### src/rtl/bmdma_regs_pkg.sv
package bmdma_regs_pkg;
  localparam int unsigned OFS_CMD  = 0;
  localparam int unsigned OFS_STAT = 2;
  localparam int unsigned OFS_PTR  = 4;

  localparam int unsigned CMD_RUN   = 0;
  localparam int unsigned CMD_TOMEM = 3;

  localparam int unsigned ST_ACT  = 0;
  localparam int unsigned ST_ERR  = 1;
  localparam int unsigned ST_IRQ  = 2;
  localparam int unsigned ST_CAP0 = 5;
  localparam int unsigned ST_CAP1 = 6;

  typedef struct packed {
    logic run;
    logic to_mem;
  } cmd_t;
endpackage

### src/rtl/bmdma_cmd_reg.sv
module bmdma_cmd_reg
  import bmdma_regs_pkg::*;
(
  input  logic       clk_i,
  input  logic       rst_ni,
  input  logic       wr_i,
  input  logic [7:0] wdata_i,
  output logic       run_o,
  output logic       to_mem_o,
  output logic [7:0] rd_byte_o
);
  cmd_t cmd_q;

  always_ff @(posedge clk_i or negedge rst_ni) begin
    if (!rst_ni) begin
      cmd_q <= '0;
    end else if (wr_i) begin
      cmd_q.run    <= wdata_i[CMD_RUN];
      cmd_q.to_mem <= wdata_i[CMD_TOMEM];
    end
  end

  assign run_o    = cmd_q.run;
  assign to_mem_o = cmd_q.to_mem;

  always_comb begin
    rd_byte_o            = '0;
    rd_byte_o[CMD_RUN]   = cmd_q.run;
    rd_byte_o[CMD_TOMEM] = cmd_q.to_mem;
  end

  // command write lands on the outputs next cycle
  a_r2_cmd_load: assert property (@(posedge clk_i) disable iff (!rst_ni)
    wr_i |=> (run_o == $past(wdata_i[CMD_RUN])) && (to_mem_o == $past(wdata_i[CMD_TOMEM])));
  // run is only changed by a command write
  a_r3_run_hold: assert property (@(posedge clk_i) disable iff (!rst_ni)
    !wr_i |=> $stable(run_o));
endmodule

### src/rtl/bmdma_stat_reg.sv
module bmdma_stat_reg
  import bmdma_regs_pkg::*;
(
  input  logic       clk_i,
  input  logic       rst_ni,
  input  logic       wr_i,
  input  logic [7:0] wdata_i,
  input  logic       busy_i,
  input  logic       err_pulse_i,
  input  logic       irq_line_i,
  output logic [7:0] rd_byte_o,
  output logic       good_o
);
  logic       err_q, irq_q, irq_prev_q;
  logic [1:0] cap_q;
  logic       irq_edge, err_clr, irq_clr;

  assign irq_edge = irq_line_i & ~irq_prev_q;
  assign err_clr  = wr_i & wdata_i[ST_ERR];
  assign irq_clr  = wr_i & wdata_i[ST_IRQ];

  always_ff @(posedge clk_i or negedge rst_ni) begin
    if (!rst_ni) begin
      err_q      <= 1'b0;
      irq_q      <= 1'b0;
      irq_prev_q <= 1'b0;
      cap_q      <= '0;
    end else begin
      irq_prev_q <= irq_line_i;
      // set has priority over write-1 clear
      if (err_pulse_i)  err_q <= 1'b1;
      else if (err_clr) err_q <= 1'b0;
      if (irq_edge)     irq_q <= 1'b1;
      else if (irq_clr) irq_q <= 1'b0;
      if (wr_i)         cap_q <= {wdata_i[ST_CAP1], wdata_i[ST_CAP0]};
    end
  end

  always_comb begin
    rd_byte_o          = '0;
    rd_byte_o[ST_ACT]  = busy_i;
    rd_byte_o[ST_ERR]  = err_q;
    rd_byte_o[ST_IRQ]  = irq_q;
    rd_byte_o[ST_CAP0] = cap_q[0];
    rd_byte_o[ST_CAP1] = cap_q[1];
  end

  assign good_o = ~busy_i & ~err_q & irq_q;

  // error pulse always registers
  a_r5_err_set: assert property (@(posedge clk_i) disable iff (!rst_ni)
    err_pulse_i |=> rd_byte_o[ST_ERR]);
  // write-1 clears when no pulse competes
  a_r5_err_clr: assert property (@(posedge clk_i) disable iff (!rst_ni)
    (wr_i && wdata_i[ST_ERR] && !err_pulse_i) |=> !rd_byte_o[ST_ERR]);
  // rising interrupt line sets the pending flag
  a_r6_irq_edge: assert property (@(posedge clk_i) disable iff (!rst_ni)
    $rose(irq_line_i) |=> rd_byte_o[ST_IRQ]);
  // a pending flag is never set without a line edge since the last sample
  a_r6_irq_no_level: assert property (@(posedge clk_i) disable iff (!rst_ni)
    (!rd_byte_o[ST_IRQ] && irq_line_i) |=> (!rd_byte_o[ST_IRQ] || !$past(irq_prev_q)));
  // capability flags follow a status write
  a_r7_cap_load: assert property (@(posedge clk_i) disable iff (!rst_ni)
    wr_i |=> rd_byte_o[ST_CAP1:ST_CAP0] == $past(wdata_i[ST_CAP1:ST_CAP0]));
endmodule

### src/rtl/bmdma_ptr_reg.sv
module bmdma_ptr_reg #(
  parameter int unsigned PTR_W     = 32,
  parameter int unsigned PTR_ALIGN = 2,
  localparam int unsigned LANES    = PTR_W / 8
) (
  input  logic             clk_i,
  input  logic             rst_ni,
  input  logic [LANES-1:0] wr_be_i,
  input  logic [PTR_W-1:0] wdata_i,
  output logic [PTR_W-1:0] base_o
);
  localparam logic [PTR_W-1:0] KEEP_MASK = ~((PTR_W'(1) << PTR_ALIGN) - PTR_W'(1));

  logic [PTR_W-1:0] base_q;

  for (genvar b = 0; b < LANES; b++) begin : g_lane
    always_ff @(posedge clk_i or negedge rst_ni) begin
      if (!rst_ni) begin
        base_q[8*b +: 8] <= '0;
      end else if (wr_be_i[b]) begin
        base_q[8*b +: 8] <= wdata_i[8*b +: 8] & KEEP_MASK[8*b +: 8];
      end
    end
  end

  assign base_o = base_q;

  // full write loads the pointer, alignment bits stay clear
  a_r8_ptr_full: assert property (@(posedge clk_i) disable iff (!rst_ni)
    (&wr_be_i) |=> (base_o[PTR_W-1:PTR_ALIGN] == $past(wdata_i[PTR_W-1:PTR_ALIGN]))
                   && (base_o[PTR_ALIGN-1:0] == '0));
  // no enable, no change
  a_r8_ptr_hold: assert property (@(posedge clk_i) disable iff (!rst_ni)
    (wr_be_i == '0) |=> $stable(base_o));
endmodule

### src/rtl/bmdma_ctrl_regs.sv
module bmdma_ctrl_regs
  import bmdma_regs_pkg::*;
#(
  parameter int unsigned ADDR_W    = 3,
  parameter int unsigned DATA_W    = 32,
  parameter int unsigned PTR_ALIGN = 2
) (
  input  logic              clk_i,
  input  logic              rst_ni,
  input  logic              req_valid_i,
  input  logic              req_write_i,
  input  logic              req_dword_i,
  input  logic [ADDR_W-1:0] req_addr_i,
  input  logic [DATA_W-1:0] req_wdata_i,
  output logic [DATA_W-1:0] rsp_rdata_o,
  input  logic              eng_busy_i,
  input  logic              eng_err_i,
  input  logic              drv_irq_i,
  output logic              start_o,
  output logic              to_mem_o,
  output logic [DATA_W-1:0] table_base_o,
  output logic              xfer_good_o
);
  localparam int unsigned LANES     = DATA_W / 8;
  localparam int unsigned LANE_BITS = $clog2(LANES);
  localparam int unsigned REG_BYTES = 1 << ADDR_W;
  localparam int unsigned HI_W      = ADDR_W - LANE_BITS;

  logic                 aligned;
  logic [REG_BYTES-1:0] wr_byte;
  logic [7:0]           wbyte [REG_BYTES];
  logic [7:0]           img   [REG_BYTES];
  logic [7:0]           cmd_byte, stat_byte;
  logic [LANES-1:0]     ptr_be;
  logic [DATA_W-1:0]    ptr_wdata;
  logic [DATA_W-1:0]    rd_next;

  assign aligned = (req_addr_i[LANE_BITS-1:0] == '0);

  // per-byte write strobes and data for both access sizes
  for (genvar k = 0; k < REG_BYTES; k++) begin : g_wdec
    localparam int unsigned LANE = k % LANES;
    localparam logic [HI_W-1:0] HI = HI_W'(k / LANES);
    assign wr_byte[k] = req_valid_i & req_write_i &
                        (req_dword_i ? (aligned & (req_addr_i[ADDR_W-1:LANE_BITS] == HI))
                                     : (req_addr_i == ADDR_W'(k)));
    assign wbyte[k]   = req_dword_i ? req_wdata_i[8*LANE +: 8] : req_wdata_i[7:0];
  end

  for (genvar b = 0; b < LANES; b++) begin : g_ptr_lane
    assign ptr_be[b]          = wr_byte[OFS_PTR + b];
    assign ptr_wdata[8*b +: 8] = wbyte[OFS_PTR + b];
  end

  bmdma_cmd_reg u_cmd (
    .clk_i     (clk_i),
    .rst_ni    (rst_ni),
    .wr_i      (wr_byte[OFS_CMD]),
    .wdata_i   (wbyte[OFS_CMD]),
    .run_o     (start_o),
    .to_mem_o  (to_mem_o),
    .rd_byte_o (cmd_byte)
  );

  bmdma_stat_reg u_stat (
    .clk_i       (clk_i),
    .rst_ni      (rst_ni),
    .wr_i        (wr_byte[OFS_STAT]),
    .wdata_i     (wbyte[OFS_STAT]),
    .busy_i      (eng_busy_i),
    .err_pulse_i (eng_err_i),
    .irq_line_i  (drv_irq_i),
    .rd_byte_o   (stat_byte),
    .good_o      (xfer_good_o)
  );

  bmdma_ptr_reg #(
    .PTR_W     (DATA_W),
    .PTR_ALIGN (PTR_ALIGN)
  ) u_ptr (
    .clk_i   (clk_i),
    .rst_ni  (rst_ni),
    .wr_be_i (ptr_be),
    .wdata_i (ptr_wdata),
    .base_o  (table_base_o)
  );

  // byte image of the register space; reserved offsets read 0
  always_comb begin
    for (int k = 0; k < REG_BYTES; k++) img[k] = '0;
    img[OFS_CMD]  = cmd_byte;
    img[OFS_STAT] = stat_byte;
    for (int b = 0; b < LANES; b++) img[OFS_PTR + b] = table_base_o[8*b +: 8];
  end

  always_comb begin
    rd_next = '0;
    if (req_dword_i) begin
      if (aligned) begin
        for (int b = 0; b < LANES; b++)
          rd_next[8*b +: 8] = img[req_addr_i | ADDR_W'(b)];
      end
    end else begin
      rd_next[7:0] = img[req_addr_i];
    end
  end

  always_ff @(posedge clk_i or negedge rst_ni) begin
    if (!rst_ni) rsp_rdata_o <= '0;
    else if (req_valid_i && !req_write_i) rsp_rdata_o <= rd_next;
  end

  // unaligned dword read returns zero
  a_r11_unaligned_rd: assert property (@(posedge clk_i) disable iff (!rst_ni)
    (req_valid_i && !req_write_i && req_dword_i && !aligned) |=> (rsp_rdata_o == '0));
  // read data holds between reads
  a_r11_rd_hold: assert property (@(posedge clk_i) disable iff (!rst_ni)
    !(req_valid_i && !req_write_i) |=> $stable(rsp_rdata_o));
  // byte writes to reserved offsets leave the command outputs alone
  a_r9_reserved_wr: assert property (@(posedge clk_i) disable iff (!rst_ni)
    (req_valid_i && req_write_i && !req_dword_i && req_addr_i[0])
      |=> ($stable(start_o) && $stable(to_mem_o)));
endmodule

### config.mk
export PLATFORM = sky130hd
export DESIGN_NAME = bmdma_ctrl_regs
export DESIGN_NICKNAME = d
export VERILOG_FILES = /design/src/rtl/bmdma_regs_pkg.sv /design/src/rtl/bmdma_cmd_reg.sv /design/src/rtl/bmdma_stat_reg.sv /design/src/rtl/bmdma_ptr_reg.sv /design/src/rtl/bmdma_ctrl_regs.sv
export SDC_FILE = /design/constraint.sdc
export NUM_CORES = 1
export LEC_CHECK = 0
export BUFFER_PORTS_ARGS = -buffer_cell sky130_fd_sc_hd__buf_2
export CAP_MARGIN = 20
export CORE_MARGIN = 2
export CORE_UTILIZATION = 40
export CTS_CLUSTER_SIZE = 16
export DETAILED_ROUTE_END_ITERATION = 10
export MAX_ROUTING_LAYER = met4
export SYNTH_ARGS = -nofsm -noshare
export SYNTH_HDL_FRONTEND = slang
export SYNTH_HIERARCHICAL = 1
export SYNTH_SLANG_ARGS = --single-unit
### constraint.sdc
create_clock -name clk_i -period 2.25 [get_ports clk_i]
set_input_delay 0.225 -clock clk_i [delete_from_list [all_inputs] [get_ports clk_i]]
set_output_delay 0.225 -clock clk_i [all_outputs]
set_load 0.005 [all_outputs]
* Word-level counts from Yosys, hierarchy flattened *
Index checks and enable logic that the tools add are counted.

storage, ports and cells
  logic and storage cells = 76
  flip-flop bits (word level) = 69

operators by class
  bitwise gates (word level) = 22
  reduce and logical (&&, ||, !) cells = 6
  multiplexer cells = 28
  eq/ne operators = 5
  $lt $le $gt $ge = 4

operators by type and width
  operator                                              count
  binary-select mux 8 bit (select 3 bit)                4
  2-to-1 mux 8 bit                                      12
  2-to-1 mux 32 bit                                     1
  2-to-1 mux 24 bit                                     1
  >= comparator 4 bit (second input constant)           4
  inverter 3 -> 4 bit                                   4
  AND 1 bit                                             14
  equality test 3 bit (second input constant)           4
  2-to-1 mux 1 bit                                      10
  inverter 1 bit                                        4
  nonzero test 2 bit                                    2
  equality test 3 x 2 -> 1 bit (second input constant)  1
  logical NOT 3 bit                                     1
  logical NOT 2 bit                                     1
  logical AND 1 bit                                     1
  logical NOT 1 bit                                     1

* Longest topological paths before layout *
  word-level depth = 7
  mapped depth = 7
  gate-level depth less buffers = 5

* Modules after synthesis *
Netlist, hierarchy kept.

by module, submodules not included
  module           cells each  times used  area each (µm²)
  bmdma_ctrl_regs  213         1           2001.9
  bmdma_ptr_reg    67          1           1265.0
  bmdma_stat_reg   20          1           231.5
  bmdma_cmd_reg    13          1           136.4

* Worst setup path before layout *
Ideal clock, no wire load.

  path kind = input -> register
  start = in req_addr_i[1]
  end = reg u_stat.cap_q[0]
  data required time = 2125 ps
  path slack = 651 ps
  stages = 6
  setup time = 125 ps
  arrival = 1474 ps
  buffers on the path = 2
  cells stage by stage = buf_4 buf_4 xor2_1 nand3_1 nor3_1 mux2_2

on the way
  cells in the longest elaborated chain, start to end = 4
  elaborated cells on any way between the ends = 5

RTL lines
  what                  line                   text
  start, declared       bmdma_ctrl_regs.sv:13  input logic [ADDR_W-1:0] req_addr_i,
  logical NOT 2 bit     bmdma_ctrl_regs.sv:38  assign aligned = (req_addr_i[LANE_BITS-1:0] == '0);
  AND 1 bit             n/a
  2-to-1 mux 1 bit (*)  bmdma_ctrl_regs.sv:45  (req_dword_i ? (aligned & (req_addr_i[ADDR_W-1:LANE_BITS] == HI))
  AND 1 bit (*)         bmdma_ctrl_regs.sv:44  assign wr_byte[k] = req_valid_i & req_write_i &
  net wr_byte[2]        bmdma_ctrl_regs.sv:30  logic [REG_BYTES-1:0] wr_byte;
  end signal, assigned  bmdma_stat_reg.sv:35   if (wr_i) cap_q <= {wdata_i[ST_CAP1], wdata_i[ST_CAP0]};
  end, declared         bmdma_stat_reg.sv:15   logic [1:0] cap_q;

The timed path passes the listed nets; every way through them passes the cells marked *.
A chain may end at the register's enable or synchronous reset.

* Final worst setup path *
  start = in req_dword_i
  end = reg u_ptr.base_q[25], in the netlist u_ptr/base_o[25]

on the way
  cells in the longest elaborated chain, start to end = 2
  elaborated cells on any way between the ends = 3

RTL lines
  what                           line                   text
  start, declared                bmdma_ctrl_regs.sv:12  input logic req_dword_i,
  2-to-1 mux 1 bit               bmdma_ctrl_regs.sv:45
  AND 1 bit                      bmdma_ctrl_regs.sv:44
  net ptr_be[3]                  bmdma_ctrl_regs.sv:34  logic [LANES-1:0] ptr_be;
  end signal, assigned by index  bmdma_ptr_reg.sv:21    base_q[8*b +: 8] <= wdata_i[8*b +: 8] & KEEP_MASK[8*b +: 8];
  end, declared                  bmdma_ptr_reg.sv:14    logic [PTR_W-1:0] base_q;

The timed path passes the listed nets, and every way through them passes these cells.

==> impl_metrics.csv <==
group,metric,value,unit
routing,wl,9460,um
floorplan,die_area,9870,sq um
global_route,grt_pass1_vias,2703,
clock_tree,clk_pin_slew,0.07,ns
routing,drtIter0Drc,132,
global_route,grt_pass1_wl,14800,um
floorplan,rows,34,
timing,period_needed,1.40,ns
floorplan,io_pins,110,
critical_path,cp-start-kind,"input port",
layout,mostFrequentLayoutCells,"buf_2 (107), dfrtp_1 (69), nand2_1 (66), mux2_4 (30), mux2i_1 (24)",
power,max-vdd-ir-drop,443,uV
timing,timing.fmax,714,MHz
power,p_per_area,846,nW/um^2
global_route,grt_overflow,0,
logic_synthesis,syn_area,3630,sq um
status,status,"finished, final reports clean",
place,place_hpwl,6970,um
floorplan,die_w,99.3,um
clock_tree,h-tree-depth,3,
timing,rsz0062_at_grt,"no",
logic_synthesis,netlist.area_leader.share,47.5,%
routing,num_vias,2697,
logic_synthesis,synth_area_per_cell,11.6,sq um
layout,antenna_cells,0,
timing,tns,0,ns
critical_path,cp.required,2.48,ns
timing,slew_headroom,51.9,%
critical_path,reg2regPathDepth,3,
critical_path,critPathArrivalTime,1.63,ns
routing,vias_per_cell,5.05,
logic_synthesis,synth_ff_type,"dfrtp_1",
run,max_cap_violations,0,
clock_tree,clock_sinks,69,
floorplan,initial_core_util,41.5,%
place,placed_area,4210,sq um
clock_tree,ctsHoldBuffers,2,
critical_path,path_max_fanout,16,
timing,setup_violations,0,
floorplan,die_y,99.3,um
power,p_leak,2.39,nW
logic_synthesis,yosys.area.top_type,"dfrtp_1",
critical_path,cp-end-kind,"register",
clock_tree,clock_path_buffers,2,
global_route,grtUsageTotal,20.0,%
clock_tree,cts_buffers,9,
routing,ant_nets,0,
clock_tree,cts_resized,0,
place,io_buffers,107,
clock_tree,cts_setup_buffers,0,
global_route,grt_max_degree,26,
logic_synthesis,synth_edf_count,0,
logic_synthesis,synth.distinct_cells,35,
min_path,min-delay-path-class,"in2reg",
place,place.gp.congestion,0.845,
logic_synthesis,synth_area_leaders,"dfrtp_1 (48%), mux2_4 (12%), nand2_1 (6.8%), mux2i_1 (6.6%), buf_4 (3.7%)",
layout,final_common_cell,"buf_2",
layout,final_nets,464,
floorplan,fp.coreArea,8760,sq um
routing,wl_per_cell,17.7,um
layout,final_cell_area,4490,sq um
logic_synthesis,synth_seq_area_share,47.5,%
timing,whs,0.0633,ns
power,finalPower,3.80,mW
logic_synthesis,yosys_register_bits,69,
routing,drc_errors,0,
timing,period_share,62.3,%
layout,drive_above_1_share,42.5,%
logic_synthesis,yosys_warnings,6,
layout,area_growth,23.6,%
clock_tree,cts_tree,"done",
layout,fillers,818,
clock_tree,root_buffer,"clkbuf_8",
logic_synthesis,netlist_instances,313,
global_route,antenna_found_initial,0,
timing,worstMarginPinSlew,0.715,ns
timing,skew,0.00983,ns
clock_tree,clk_latency,0.34,ns
critical_path,crit_type,"in2reg",
routing,first_pass_iters,4,
timing,final_max_slew_viol_count,0,
timing,hold_viol_final,0,
min_path,hold_depth,2,
logic_synthesis,synth-async-reset-ratio,100,%
==> cell usage after synthesis, types with 6 or more instances <==
| master | n |
|---|---|
| a22o_1 | 13 |
| dfrtp_1 | 69 |
| mux2_2 | 8 |
| a221o_1 | 8 |
| mux2i_1 | 24 |
| buf_2 | 8 |
| o221ai_1 | 7 |
| buf_4 | 18 |
| nand2_1 | 66 |
| buf_6 | 6 |
| mux2_4 | 30 |
| nand2b_1 | 11 |
==> cells by family after synthesis <==
group           count (synthesis)  share of synthesized area [%]
simple gates                   99                           13.3
other cells                     3                          0.310
flops                          69                           47.5
buf+inv                        37                           7.19
mux                            62                           21.5
compound gates                 41                           9.74
xor+xnor                        2                          0.482
==> registers in the layout (all words and copies together), names as in the netlist <==
name / cells
rsp_rdata_o: 32
u_cmd/run_o: 1
u_cmd/to_mem_o: 1
u_ptr/base_o: 30
u_stat/cap_q: 2
u_stat/err_q: 1
u_stat/irq_prev_q: 1
u_stat/irq_q: 1
==> per-stage QoR <==
| stage | utilization, % | setup WS (ns) | cells |
|---|---|---|---|
| floorplan | - | 0.651 | 321 |
| global placement | 48.1 | 0.531 | 516 |
| detailed placement | 48.1 | 0.473 | 516 |
| CTS | 51.3 | 0.850 | 534 |
| finish | 51.3 | 0.849 | 534 |
| global route | 51.3 | 0.758 | 534 |
==> cell type report <==
type	instances	area (sq um)	area share [%]
clock buffer	10	128	2.84
timing repair buffer	125	676	15.0
inverter	1	3.75	0.0835
tap	108	135	3.01
clock inverter	6	134	2.98
multi-input combinational	215	1690	37.6
sequential	69	1730	38.4
==> worst max-delay path, cell delays in order <==
cell,delay (ns)
buf_2,0.26
nand2b_1,0.22
o21ai_0,0.18
and4_1,0.20
buf_4,0.21
mux2_4,0.32
==> where the power goes <==
part,internal [mW],switching (mW)
Combinational,0.483,0.336
Clock,0.851,0.478
Sequential,1.45,0.207
Total,2.78,1.02
==> routing by layer <==
| metal | global-route usage (%) | vias up | share of wire, % |
|---|---|---|---|
| li1 | - | 1291 | - |
| met1 | 27.7 | 1316 | 48 |
| met2 | 30.0 | 82 | 45 |
| met3 | 4.43 | 8 | 5.9 |
| met4 | 5.06 | 0 | 0.68 |
| met5 | - | - | 0 |
==> worst paths after layout <==
path | start | endpoint | slack [ns]
setup / recovery | req_dword_i | u_ptr/base_o[25]$_DFFE_PN0P_ | 0.85
hold / removal | eng_err_i | u_stat/err_q$_DFFE_PN0P_ | 0.06
setup reg to reg | u_ptr/base_o[25]$_DFFE_PN0P_ | rsp_rdata_o[1]$_DFFE_PN0P_ | 1.09
hold reg to reg | rsp_rdata_o[25]$_DFFE_PN0P_ | rsp_rdata_o[25]$_DFFE_PN0P_ | 0.50
max in group asynchronous | rst_ni | rsp_rdata_o[6]$_DFFE_PN0P_ | 1.09
min in group asynchronous | rst_ni | rsp_rdata_o[12]$_DFFE_PN0P_ | 0.40
(Power assumes the default switching activity.)
